--- src/rtl/pinmux_pkg.sv ---
// Package: shared constants, register offsets and helpers for the pin
// function multiplexer. Assumes byte offsets fit in 8 bits.
package pinmux_pkg;

    localparam int WORD_W   = 32;
    localparam int ADDR_W   = 8;
    localparam int NREG     = 12;
    localparam int SLOT_W   = $clog2(NREG + 1);
    localparam int NPIN     = 8;
    localparam int NLVL     = 5;
    localparam int NSRC     = 3;
    localparam int SEL_W    = 3;

    localparam logic [SEL_W-1:0]  SEL_FALLBACK = 3'd7;
    localparam logic [SLOT_W-1:0] SLOT_MISS    = SLOT_W'(NREG);

    typedef logic [WORD_W-1:0] word_t;

    // Writable register slots (storage order; bus offset decoded below)
    localparam int IX_MISC  = 0;
    localparam int IX_RSTC  = 1;
    localparam int IX_MACD  = 2;
    localparam int IX_FN1   = 3;
    localparam int IX_FN2   = 4;
    localparam int IX_FN3   = 5;
    localparam int IX_FN4   = 6;
    localparam int IX_FN5   = 7;
    localparam int IX_FN6   = 8;
    localparam int IX_FN7   = 9;
    localparam int IX_FN8   = 10;
    localparam int IX_FN9   = 11;

    localparam logic [ADDR_W-1:0] OFF_STRAP_A = 8'h70;
    localparam logic [ADDR_W-1:0] OFF_STRAP_B = 8'hD0;

    // Map a bus offset to a storage slot, or SLOT_MISS when not writable.
    function automatic logic [SLOT_W-1:0] slot_of(input logic [ADDR_W-1:0] a);
        case (a)
            8'h2C:   return SLOT_W'(IX_MISC);
            8'h3C:   return SLOT_W'(IX_RSTC);
            8'h48:   return SLOT_W'(IX_MACD);
            8'h80:   return SLOT_W'(IX_FN1);
            8'h84:   return SLOT_W'(IX_FN2);
            8'h88:   return SLOT_W'(IX_FN3);
            8'h8C:   return SLOT_W'(IX_FN4);
            8'h90:   return SLOT_W'(IX_FN5);
            8'h94:   return SLOT_W'(IX_FN6);
            8'hA0:   return SLOT_W'(IX_FN7);
            8'hA4:   return SLOT_W'(IX_FN8);
            8'hA8:   return SLOT_W'(IX_FN9);
            default: return SLOT_MISS;
        endcase
    endfunction

    // Descriptor compare: masked field of a word equals an enable value.
    function automatic logic fld_eq(input word_t w, input word_t mask, input word_t val);
        return (w & mask) == (val & mask);
    endfunction

endpackage

--- src/rtl/pinmux_regbank.sv ---
// Control register bank with strap readback.
// Holds NREG writable words; strap words are read-only inputs.
// Assumes a single-cycle write strobe and combinational read.
module pinmux_regbank
    import pinmux_pkg::*;
(
    input  logic                     clk,
    input  logic                     rst_n,
    input  logic                     we,
    input  logic [ADDR_W-1:0]        addr,
    input  word_t                    wdata,
    input  word_t                    strap_a,
    input  word_t                    strap_b,
    output word_t                    rdata,
    output logic [NREG-1:0][WORD_W-1:0] regs_q
);

    logic [SLOT_W-1:0] slot;
    assign slot = slot_of(addr);

    // Capture writes to writable slots; strap and unmapped writes are dropped.
    always_ff @(posedge clk) begin
        if (!rst_n) begin
            regs_q <= '0;
        end else if (we && (slot != SLOT_MISS)) begin
            regs_q[slot] <= wdata;
        end
    end

    // Read mux: strap words, stored words, zero elsewhere.
    always_comb begin
        if (addr == OFF_STRAP_A)      rdata = strap_a;
        else if (addr == OFF_STRAP_B) rdata = strap_b;
        else if (slot != SLOT_MISS)   rdata = regs_q[slot];
        else                          rdata = '0;
    end

    AST_WR_LANDS: assert property (@(posedge clk) disable iff (!rst_n)
        (we && slot != SLOT_MISS) |=> (regs_q[$past(slot)] == $past(wdata)));

    AST_RO_NO_EFFECT: assert property (@(posedge clk) disable iff (!rst_n)
        (we && slot == SLOT_MISS) |=> $stable(regs_q));

endmodule

--- src/rtl/pinmux_expr_eval.sv ---
// Enable-expression evaluator: for each pin and priority level, the OR of
// AND-terms of descriptor compares over control words and strap_a.
// Undefined levels are held false. Purely combinational.
module pinmux_expr_eval
    import pinmux_pkg::*;
(
    input  logic [NREG-1:0][WORD_W-1:0] regs,
    input  word_t                       strap,
    output logic [NPIN-1:0][NLVL-1:0]   lvl_en
);

    word_t r_rst, r_fn1, r_fn2, r_fn5, r_fn7, r_fn8;
    assign r_rst = regs[IX_RSTC];
    assign r_fn1 = regs[IX_FN1];
    assign r_fn2 = regs[IX_FN2];
    assign r_fn5 = regs[IX_FN5];
    assign r_fn7 = regs[IX_FN7];
    assign r_fn8 = regs[IX_FN8];

    localparam word_t VMODE_M = 32'h0000_0030;

    // Per-pin level enables built from descriptor compares.
    always_comb begin
        lvl_en = '0;
        // pin 0: two levels from different registers
        lvl_en[0][0] = fld_eq(r_fn5, 32'h0040_0000, 32'h0040_0000);
        lvl_en[0][1] = fld_eq(r_fn1, 32'h0000_0010, 32'h0000_0010);
        // pin 1: register bit OR strap bit
        lvl_en[1][0] = fld_eq(r_fn1, 32'h0000_1000, 32'h0000_1000)
                     | fld_eq(strap, 32'h0000_4000, 32'h0000_4000);
        // pin 2: top level single bit; lower level register OR inverted strap
        lvl_en[2][0] = fld_eq(r_fn1, 32'h0200_0000, 32'h0200_0000);
        lvl_en[2][1] = fld_eq(r_fn8, 32'h0000_1000, 32'h0000_1000)
                     | fld_eq(strap, 32'h0008_0000, 32'h0000_0000);
        // pin 3: three-register AND, split by one bit
        lvl_en[3][0] = fld_eq(r_rst, 32'h0000_0008, 32'h0000_0008)
                     & fld_eq(r_fn1, 32'h0000_8000, 32'h0000_8000)
                     & fld_eq(r_fn5, 32'h8000_0000, 32'h0000_0000);
        lvl_en[3][1] = fld_eq(r_rst, 32'h0000_0008, 32'h0000_0008)
                     & fld_eq(r_fn1, 32'h0000_8000, 32'h0000_8000)
                     & fld_eq(r_fn5, 32'h8000_0000, 32'h8000_0000);
        // pin 4: any enabled video mode (OR over the three nonzero codes)
        lvl_en[4][0] = (fld_eq(r_fn5, VMODE_M, 32'h0000_0010)
                      | fld_eq(r_fn5, VMODE_M, 32'h0000_0020)
                      | fld_eq(r_fn5, VMODE_M, 32'h0000_0030))
                     & fld_eq(r_fn2, 32'h0002_0000, 32'h0002_0000);
        lvl_en[4][1] = fld_eq(r_fn2, 32'h0002_0000, 32'h0002_0000);
        // pins 5 and 6: only the widest video mode, each with its own bit
        lvl_en[5][0] = fld_eq(r_fn5, VMODE_M, 32'h0000_0030)
                     & fld_eq(r_fn2, 32'h0040_0000, 32'h0040_0000);
        lvl_en[5][1] = fld_eq(r_fn2, 32'h0040_0000, 32'h0040_0000);
        lvl_en[6][0] = fld_eq(r_fn5, VMODE_M, 32'h0000_0030)
                     & fld_eq(r_fn2, 32'h0080_0000, 32'h0080_0000);
        lvl_en[6][1] = fld_eq(r_fn2, 32'h0080_0000, 32'h0080_0000);
        // pin 7: GPIO on top, strap-selected level below, clock fallback
        lvl_en[7][0] = fld_eq(r_fn7, 32'h0000_0001, 32'h0000_0001);
        lvl_en[7][1] = fld_eq(strap, 32'h0000_0040, 32'h0000_0000);
    end

endmodule

--- src/rtl/pinmux_prio_pin.sv ---
// Per-pin priority resolver: picks the lowest-numbered enabled level,
// registers the code (SEL_FALLBACK when none), and routes the source.
// Assumes source slot k serves level k and the last slot the fallback.
module pinmux_prio_pin
    import pinmux_pkg::*;
#(
    parameter int LVLS = NLVL,
    parameter int SRCS = NSRC
) (
    input  logic             clk,
    input  logic             rst_n,
    input  logic [LVLS-1:0]  en,
    input  logic [SRCS-1:0]  src,
    output logic [SEL_W-1:0] sel_q,
    output logic             drv
);

    logic [SEL_W-1:0] sel_nxt;
    logic             armed_q;

    // Priority encode: level 0 highest, fallback when nothing enabled.
    always_comb begin
        sel_nxt = SEL_FALLBACK;
        for (int i = LVLS - 1; i >= 0; i--) begin
            if (en[i]) sel_nxt = SEL_W'(i);
        end
    end

    // Hold the resolved code; reset to the fallback.
    always_ff @(posedge clk) begin
        if (!rst_n) sel_q <= SEL_FALLBACK;
        else        sel_q <= sel_nxt;
    end

    // Marks that sel_q was loaded from en on the previous edge.
    always_ff @(posedge clk) begin
        if (!rst_n) armed_q <= 1'b0;
        else        armed_q <= 1'b1;
    end

    // Route the source that matches the held code.
    always_comb begin
        if (sel_q == SEL_FALLBACK)            drv = src[SRCS-1];
        else if (int'(sel_q) < SRCS - 1)      drv = src[sel_q];
        else                                  drv = 1'b0;
    end

    AST_SEL_LEGAL: assert property (@(posedge clk) disable iff (!rst_n)
        (sel_q == SEL_FALLBACK) || (int'(sel_q) < LVLS));

    AST_FALLBACK_IDLE: assert property (@(posedge clk) disable iff (!rst_n)
        (armed_q && sel_q == SEL_FALLBACK) |-> ($past(en) == '0));

    AST_WINNER_ENABLED: assert property (@(posedge clk) disable iff (!rst_n)
        (armed_q && sel_q != SEL_FALLBACK) |-> ((($past(en) >> sel_q) & LVLS'(1)) != '0));

    AST_NO_HIGHER: assert property (@(posedge clk) disable iff (!rst_n)
        (armed_q && sel_q != SEL_FALLBACK) |-> (($past(en) & LVLS'((1 << sel_q) - 1)) == '0));

endmodule

--- src/rtl/pin_function_mux.sv ---
// Top: control bank, enable evaluation and one resolver per pin.
// Assumes strap inputs are quasi-static; a change is seen one edge later.
module pin_function_mux
    import pinmux_pkg::*;
(
    input  logic                    clk,
    input  logic                    rst_n,
    input  logic                    bus_we,
    input  logic [ADDR_W-1:0]       bus_addr,
    input  logic [WORD_W-1:0]       bus_wdata,
    output logic [WORD_W-1:0]       bus_rdata,
    input  logic [WORD_W-1:0]       strap_a,
    input  logic [WORD_W-1:0]       strap_b,
    input  logic [NPIN*NSRC-1:0]    src_in,
    output logic [NPIN*SEL_W-1:0]   pin_sel,
    output logic [NPIN-1:0]         pin_drv
);

    logic [NREG-1:0][WORD_W-1:0] regs_q;
    logic [NPIN-1:0][NLVL-1:0]   lvl_en;

    pinmux_regbank u_bank (
        .clk     (clk),
        .rst_n   (rst_n),
        .we      (bus_we),
        .addr    (bus_addr),
        .wdata   (bus_wdata),
        .strap_a (strap_a),
        .strap_b (strap_b),
        .rdata   (bus_rdata),
        .regs_q  (regs_q)
    );

    pinmux_expr_eval u_eval (
        .regs   (regs_q),
        .strap  (strap_a),
        .lvl_en (lvl_en)
    );

    for (genvar p = 0; p < NPIN; p++) begin : g_pin
        pinmux_prio_pin #(.LVLS(NLVL), .SRCS(NSRC)) u_pin (
            .clk   (clk),
            .rst_n (rst_n),
            .en    (lvl_en[p]),
            .src   (src_in[p*NSRC +: NSRC]),
            .sel_q (pin_sel[p*SEL_W +: SEL_W]),
            .drv   (pin_drv[p])
        );
    end

endmodule

--- config.mk ---
export PLATFORM = sky130hd
export DESIGN_NAME = pin_function_mux
export DESIGN_NICKNAME = d
export VERILOG_FILES = /design/src/rtl/pinmux_pkg.sv /design/src/rtl/pinmux_regbank.sv /design/src/rtl/pinmux_expr_eval.sv /design/src/rtl/pinmux_prio_pin.sv /design/src/rtl/pin_function_mux.sv
export SDC_FILE = /design/constraint.sdc
export NUM_CORES = 1
export LEC_CHECK = 0
export BUFFER_PORTS_ARGS = -buffer_cell sky130_fd_sc_hd__buf_2
export CORE_UTILIZATION = 55
export DETAILED_ROUTE_END_ITERATION = 16
export HOLD_SLACK_MARGIN = 0.03
export PLACE_DENSITY = 0.77
export SYNTH_ARGS = -nofsm -noshare
export SYNTH_HDL_FRONTEND = slang
export SYNTH_SLANG_ARGS = --single-unit
export TNS_END_PERCENT = 20
--- constraint.sdc ---
create_clock -name clk -period 2.85 [get_ports clk]
set_input_delay 0.285 -clock clk [delete_from_list [all_inputs] [get_ports clk]]
set_output_delay 0.285 -clock clk [all_outputs]
set_load 0.005 [all_outputs]
==> results of run 1 <==
==> worst max-delay path, stage by stage <==
cell	delay (ns)
buf_6	0.10
or4b_4	0.55
buf_4	0.16
or3_2	0.47
buf_4	0.38
o22ai_1	0.40
o22ai_1	0.17
buf_2	0.16
==> per-layer routing <==
metal  wire length [um]  share of wire
met1              25300           0.38
met2              30700           0.46
met3               6900           0.10
met4               3230          0.049
met5                 17        0.00026
==> registers in the layout, indices dropped and copies added, names as in the netlist <==
signal,cells
g_pin.u_pin.sel_q,15
u_bank.regs_q,384
==> final cells by class <==
class,instances,area [um2],area share
Antenna cell,1,2.50,0.000108
Clock buffer,63,1240,0.0535
Sequential cell,399,7990,0.345
Timing Repair Buffer,372,3210,0.138
Clock inverter,10,144,0.00621
Tap cell,448,561,0.0242
Inverter,2,7.51,0.000324
Multi-Input combinational cell,1732,10000,0.433
==> repair_timing <==
| item | CTS | global route |
|---|---|---|
| buffers inserted | 14 | 8 |
| pin swaps | 15 | 8 |
| endpoints found under the setup margin | 32 | 32 |
| cloned | 9 | 4 |
| hold endpoints to repair | 3 | 0 |
| hold buffers | 3 | 0 |
| gates resized for setup | 42 | 29 |
==> through the flow <==
step	hold slack (ns)	setup slack (ns)	cell area (um2)	util	power (mW)
detailed placement	0.422	-0.363	20900	0.620	6.38
CTS	0.0737	-0.0567	22900	0.679	11.9
floorplan	0.380	0.165	19000	-	6.10
global route	0.0989	-0.140	23200	0.686	12.2
global placement	0.422	-0.358	20900	0.620	6.37
finish	0.0861	-0.117	23200	0.686	11.9
==> worst paths after layout <==
kind	end	depth (start not counted)	start	slack [ns]
worst max-delay path	bus_rdata[31]	8	bus_addr[6]	-0.12
worst min-delay path	u_bank.regs_q[336]	3	bus_wdata[16]	0.09
worst max register to register	g_pin[3].u_pin.sel_q[0]	2	u_bank.regs_q[35]	1.84
worst min register to register	g_pin[7].u_pin.sel_q[0]	1	u_bank.regs_q[288]	0.44
==> logic make-up (layout without fill, tap and decap cells) <==
kind of cell,count (synthesis),after routing,share of synthesized area
XOR/XNOR,2,2,0.000920
other,0,1,0
AND/OR/NAND/NOR,1031,1033,0.220
buffers and inverters,264,447,0.0679
multiplexers,43,43,0.0459
flip-flops,399,399,0.419
AO/OA/AOI/OAI,654,654,0.246
==> power by group through the flow <==
stage,Clock [mW],Sequential (mW),Combinational (mW)
floorplan,0,5.71,0.382
CTS,5.56,5.59,0.701
global placement,0,5.72,0.651
detailed placement,0,5.72,0.660
finish,5.55,5.59,0.738
global route,5.79,5.59,0.772
==> cell usage in the layout (no fill, tap or decap), types with 24 or more instances in the layout <==
cell	n
nand2_1	901
dfxtp_1	399
a21boi_1	361
buf_2	188
buf_4	109
and3_1	60
a31oi_1	60
o22ai_1	57
a211oi_1	51
clkbuf_16	47
buf_12	46
mux4_2	35
o21ai_0	33
a22oi_1	32
a21boi_0	24
==> flow_summary.json, run 1 <==
{
  "p_int_mw": 9.20,
  "drc": 0,
  "areaGrowthSynthToFinish_pct": 21.7,
  "maxCapViolCount": 0,
  "clock_latency_ns": 0.55,
  "synth_seq_area_share": 0.419,
  "gr-usage-all-layers": 0.359,
  "power_frac_clock": 0.467,
  "die_w_um": 188,
  "maxSlewViolCount": 0,
  "synth_top_area_cell": "dfxtp_1",
  "clock_path_buffers": 3,
  "dp_cells": 2916,
  "cp-start-kind": "input port",
  "grt_use_met1": 0.454,
  "synthCells": 2393,
  "vias": 19061,
  "critPathCaptureType": "output port",
  "fin_crit_sh": 1.04,
  "globalRoute.busiestLayer": "met2",
  "violations": "negative setup slack",
  "dp_hpwl_um": 39700,
  "cp.required_ns": 2.57,
  "synthesis.nets": 2524,
  "met2_usage": 0.583,
  "max-slew-margin-rel": 0.509,
  "antenna_found_initial": 2,
  "met3_usage": 0.0704,
  "power.share.combinational": 0.062,
  "coreArea_um2": 33800,
  "wirelength_um": 66200,
  "power.leakage_nw": 8.41,
  "synth_area_um2": 19000,
  "ios": 195,
  "die_y_um": 188,
  "synth_seq_cells": 399,
  "die_area_um2": 35400,
  "num_rows": 67,
  "netlist-cell-type-count": 49,
  "cts_tree": "built",
  "yosysMostFrequentCell": "nand2_1",
  "synth_top_area_frac": 0.419,
  "tns_ns": -1.50,
  "grt-ovfl-total": 0,
  "status": "complete, but fails checks",
  "cts_sinks": 399,
  "fin_ws_ns": -0.117,
  "hold_violations": 0,
  "swShare": 0.226,
  "synthTopCellsByCount": "nand2_1 (901), dfxtp_1 (399), a21boi_1 (360)",
  "synth_edf_count": 0,
  "finalSetupViolations": 26,
  "vdd_drop_max_v": 0.000478,
  "pwr-share-seq": 0.471,
  "antenna_left": 0,
  "final_cells": 3027,
  "grt_pass1_wl_um": 99900,
  "rsz0062_at_grt": "true",
  "path_max_fanout": 40,
  "crit_type": "input port to output port",
  "first_iter_violations": 2275,
  "first_pass_iters": 6,
  "worstMarginPinSlew_ns": 0.737,
  "yosysWarnings": 0,
  "cts-root-buf": "clkbuf_16",
  "via_per_inst": 6.30,
  "drive_above_1_share": 0.206,
  "synth_ff_type": "dfxtp_1",
  "fillers": 2593,
  "clkTransAtPathRegs_ns": 0.06,
  "cts_buffers": 42,
  "nNetsFinal": 2680,
  "layout_min_cycle_time_ns": 2.97,
  "io_buffers": 193,
  "htree_levels": 2,
  "post_drt_wl_per_cell_um": 21.9,
  "syn_avg_cell_area_um2": 7.96,
  "grt_max_degree": 113,
  "floorplan.initialDensity": 0.564,
  "grt_pass1_vias": 18143,
  "power_switching_mw": 2.69,
  "async_reset_ff_frac": 0,
  "p_per_area_nw_per_um2": 513,
  "hp-class": "input port to flip-flop",
  "timing.fmax_mhz": 337,
  "gp_congestion": 0.881,
  "fin_skew_ns": 0.0248,
  "crit_arrival_ns": 2.68,
  "netlist_top_cells_area": "dfxtp_1 (42%), nand2_1 (18%), a21boi_1 (14%), mux4_2 (4.1%), clkbuf_1 (3.0%)"
}
Power figures use the tool's default switching activity.
==> run 2: changes to the inputs <==
Settings changed: CAP_MARGIN from default to 5.
Clock period 2.85 ns to 3.37 ns, I/O delays scaled along.
==> flow_summary.json, run 2 (same netlist as run 1, synthesis figures left out) <==
{
  "status": "finished, final reports clean",
  "largest-register": "u_bank.regs_q",
  "rsz0062_at_grt": "false",
  "vdd_drop_max_v": 0.000486,
  "worstMarginPinSlew_ns": 0.690,
  "path_max_fanout": 62,
  "power_switching_mw": 2.25,
  "floorplan.initialDensity": 0.564,
  "first_iter_violations": 1991,
  "htree_levels": 2,
  "cpPeakStageDelay_ns": 0.60,
  "maxCapViolCount": 0,
  "cts-root-buf": "clkbuf_16",
  "coreArea_um2": 33800,
  "cp.required_ns": 3.03,
  "dp_cells": 2875,
  "layout_min_cycle_time_ns": 3.25,
  "timing.fmax_mhz": 307,
  "fin_crit_sh": 0.965,
  "nNetsFinal": 2604,
  "num_rows": 67,
  "final_common_cell": "nand2_1",
  "die_y_um": 188,
  "cts_buffers": 42,
  "holdWs_ns": 0.0679,
  "max-slew-margin-rel": 0.536,
  "maxSlewViolCount": 0,
  "grt_max_degree": 150,
  "dp_slack_ns": 0.00600,
  "power.share.combinational": 0.054,
  "p_per_area_nw_per_um2": 466,
  "power.leakage_nw": 7.82,
  "finalSetupViolations": 0,
  "grt-ovfl-total": 0,
  "clock_path_buffers": 3,
  "place_area_um2": 20500,
  "top_regs": "u_bank.regs_q (384), g_pin.u_pin.sel_q (15)",
  "via_per_inst": 6.13,
  "power_frac_clock": 0.485,
  "first_pass_iters": 5,
  "crit_type": "input port to output port",
  "tns_ns": 0,
  "grt_pass1_vias": 17514,
  "drc": 0,
  "grt_pass1_wl_um": 94300,
  "pwr-share-seq": 0.460,
  "drive_above_1_share": 0.174,
  "areaGrowthSynthToFinish_pct": 15.8,
  "die_area_um2": 35400,
  "die_w_um": 188,
  "final_cells": 2955,
  "fin_area_um2": 22000,
  "crit_buf_inv": 4,
  "post-route-util": 0.653,
  "dp_hpwl_um": 37300,
  "crit_arrival_ns": 2.92,
  "cp-start-kind": "input port",
  "fin_skew_ns": 0.0131,
  "clock_latency_ns": 0.54,
  "clkTransAtPathRegs_ns": 0.06,
  "p_int_mw": 8.02,
  "antenna_left": 0,
  "cts_sinks": 399,
  "slowest_stage": "or4b_1",
  "path_cells": "buf_2 > or4b_1 > nand3b_2 > buf_12 > and2_2 > buf_12 > mux4_2 > o22ai_1 > nor2_1 > buf_2",
  "post_drt_wl_per_cell_um": 20.6,
  "p_total_mw": 10.3,
  "hold_violations": 0,
  "critPathCaptureType": "output port",
  "largest_reg_flops": 384,
  "layout_common_cells": "nand2_1 (901), dfxtp_1 (399), a21boi_1 (360), buf_2 (192), buf_4 (69)",
  "swShare": 0.219,
  "antenna_found_initial": 2,
  "vias": 18113,
  "ios": 195,
  "gr-usage-all-layers": 0.337,
  "cts_tree": "built",
  "fin_ws_ns": 0.116,
  "hp-class": "input port to flip-flop",
  "gp_congestion": 0.832,
  "wirelength_um": 60800,
  "io_buffers": 193,
  "critical_path.top_delay_family": "simple AND/OR/NAND/NOR gates"
}
[run 2: repair_timing]
item,4_1_cts,5_1_grt
endpoints found under the hold margin,2,0
gates resized for setup,0,9
setup endpoints to repair,0,18
hold buffers,2,0
setup buffers,0,0
[run 2: final cells by class]
cell class / count / area (um2)
well taps: 448 / 561
fillers: 2822 / 11700
flip-flops and latches: 399 / 7990
clock inverters: 16 / 264
clock buffers: 60 / 1220
diodes: 2 / 5.00
inverters: 2 / 7.51
multi-input cells: 1730 / 9830
repair buffers: 298 / 2170
[run 2: worst paths after layout]
kind	start	end	slack, ns	cells past startpoint
setup / recovery	bus_addr[6]	bus_rdata[30]	0.12	10
hold / removal	strap_a[6]	g_pin[7].u_pin.sel_q[1]	0.07	3
setup reg to reg	u_bank.regs_q[35]	g_pin[3].u_pin.sel_q[0]	2.43	2
hold reg to reg	u_bank.regs_q[150]	g_pin[5].u_pin.sel_q[1]	0.45	1
[run 2: power groups by stage]
stage,clock (mW),combinational [mW],sequential (mW)
floorplan,0,0.323,4.83
global placement,0,0.534,4.83
detailed placement,0,0.544,4.83
CTS,5.00,0.549,4.73
global route,5.20,0.591,4.73
finish,4.98,0.559,4.73
[run 2: layer usage]
metal | up-vias | GRT usage | wire length, um
li1 | 8249 | - | -
met1 | 8730 | 0.421 | 23700
met2 | 944 | 0.558 | 28800
met3 | 190 | 0.0552 | 5310
met4 | 0 | 0.178 | 2990
met5 | - | 0 | 0
[run 2: worst reg2reg max path, cell delays in order (launching register included)]
cell     delay, ns
dfxtp_1       0.41
nand3_1       0.12
or2_2         0.31
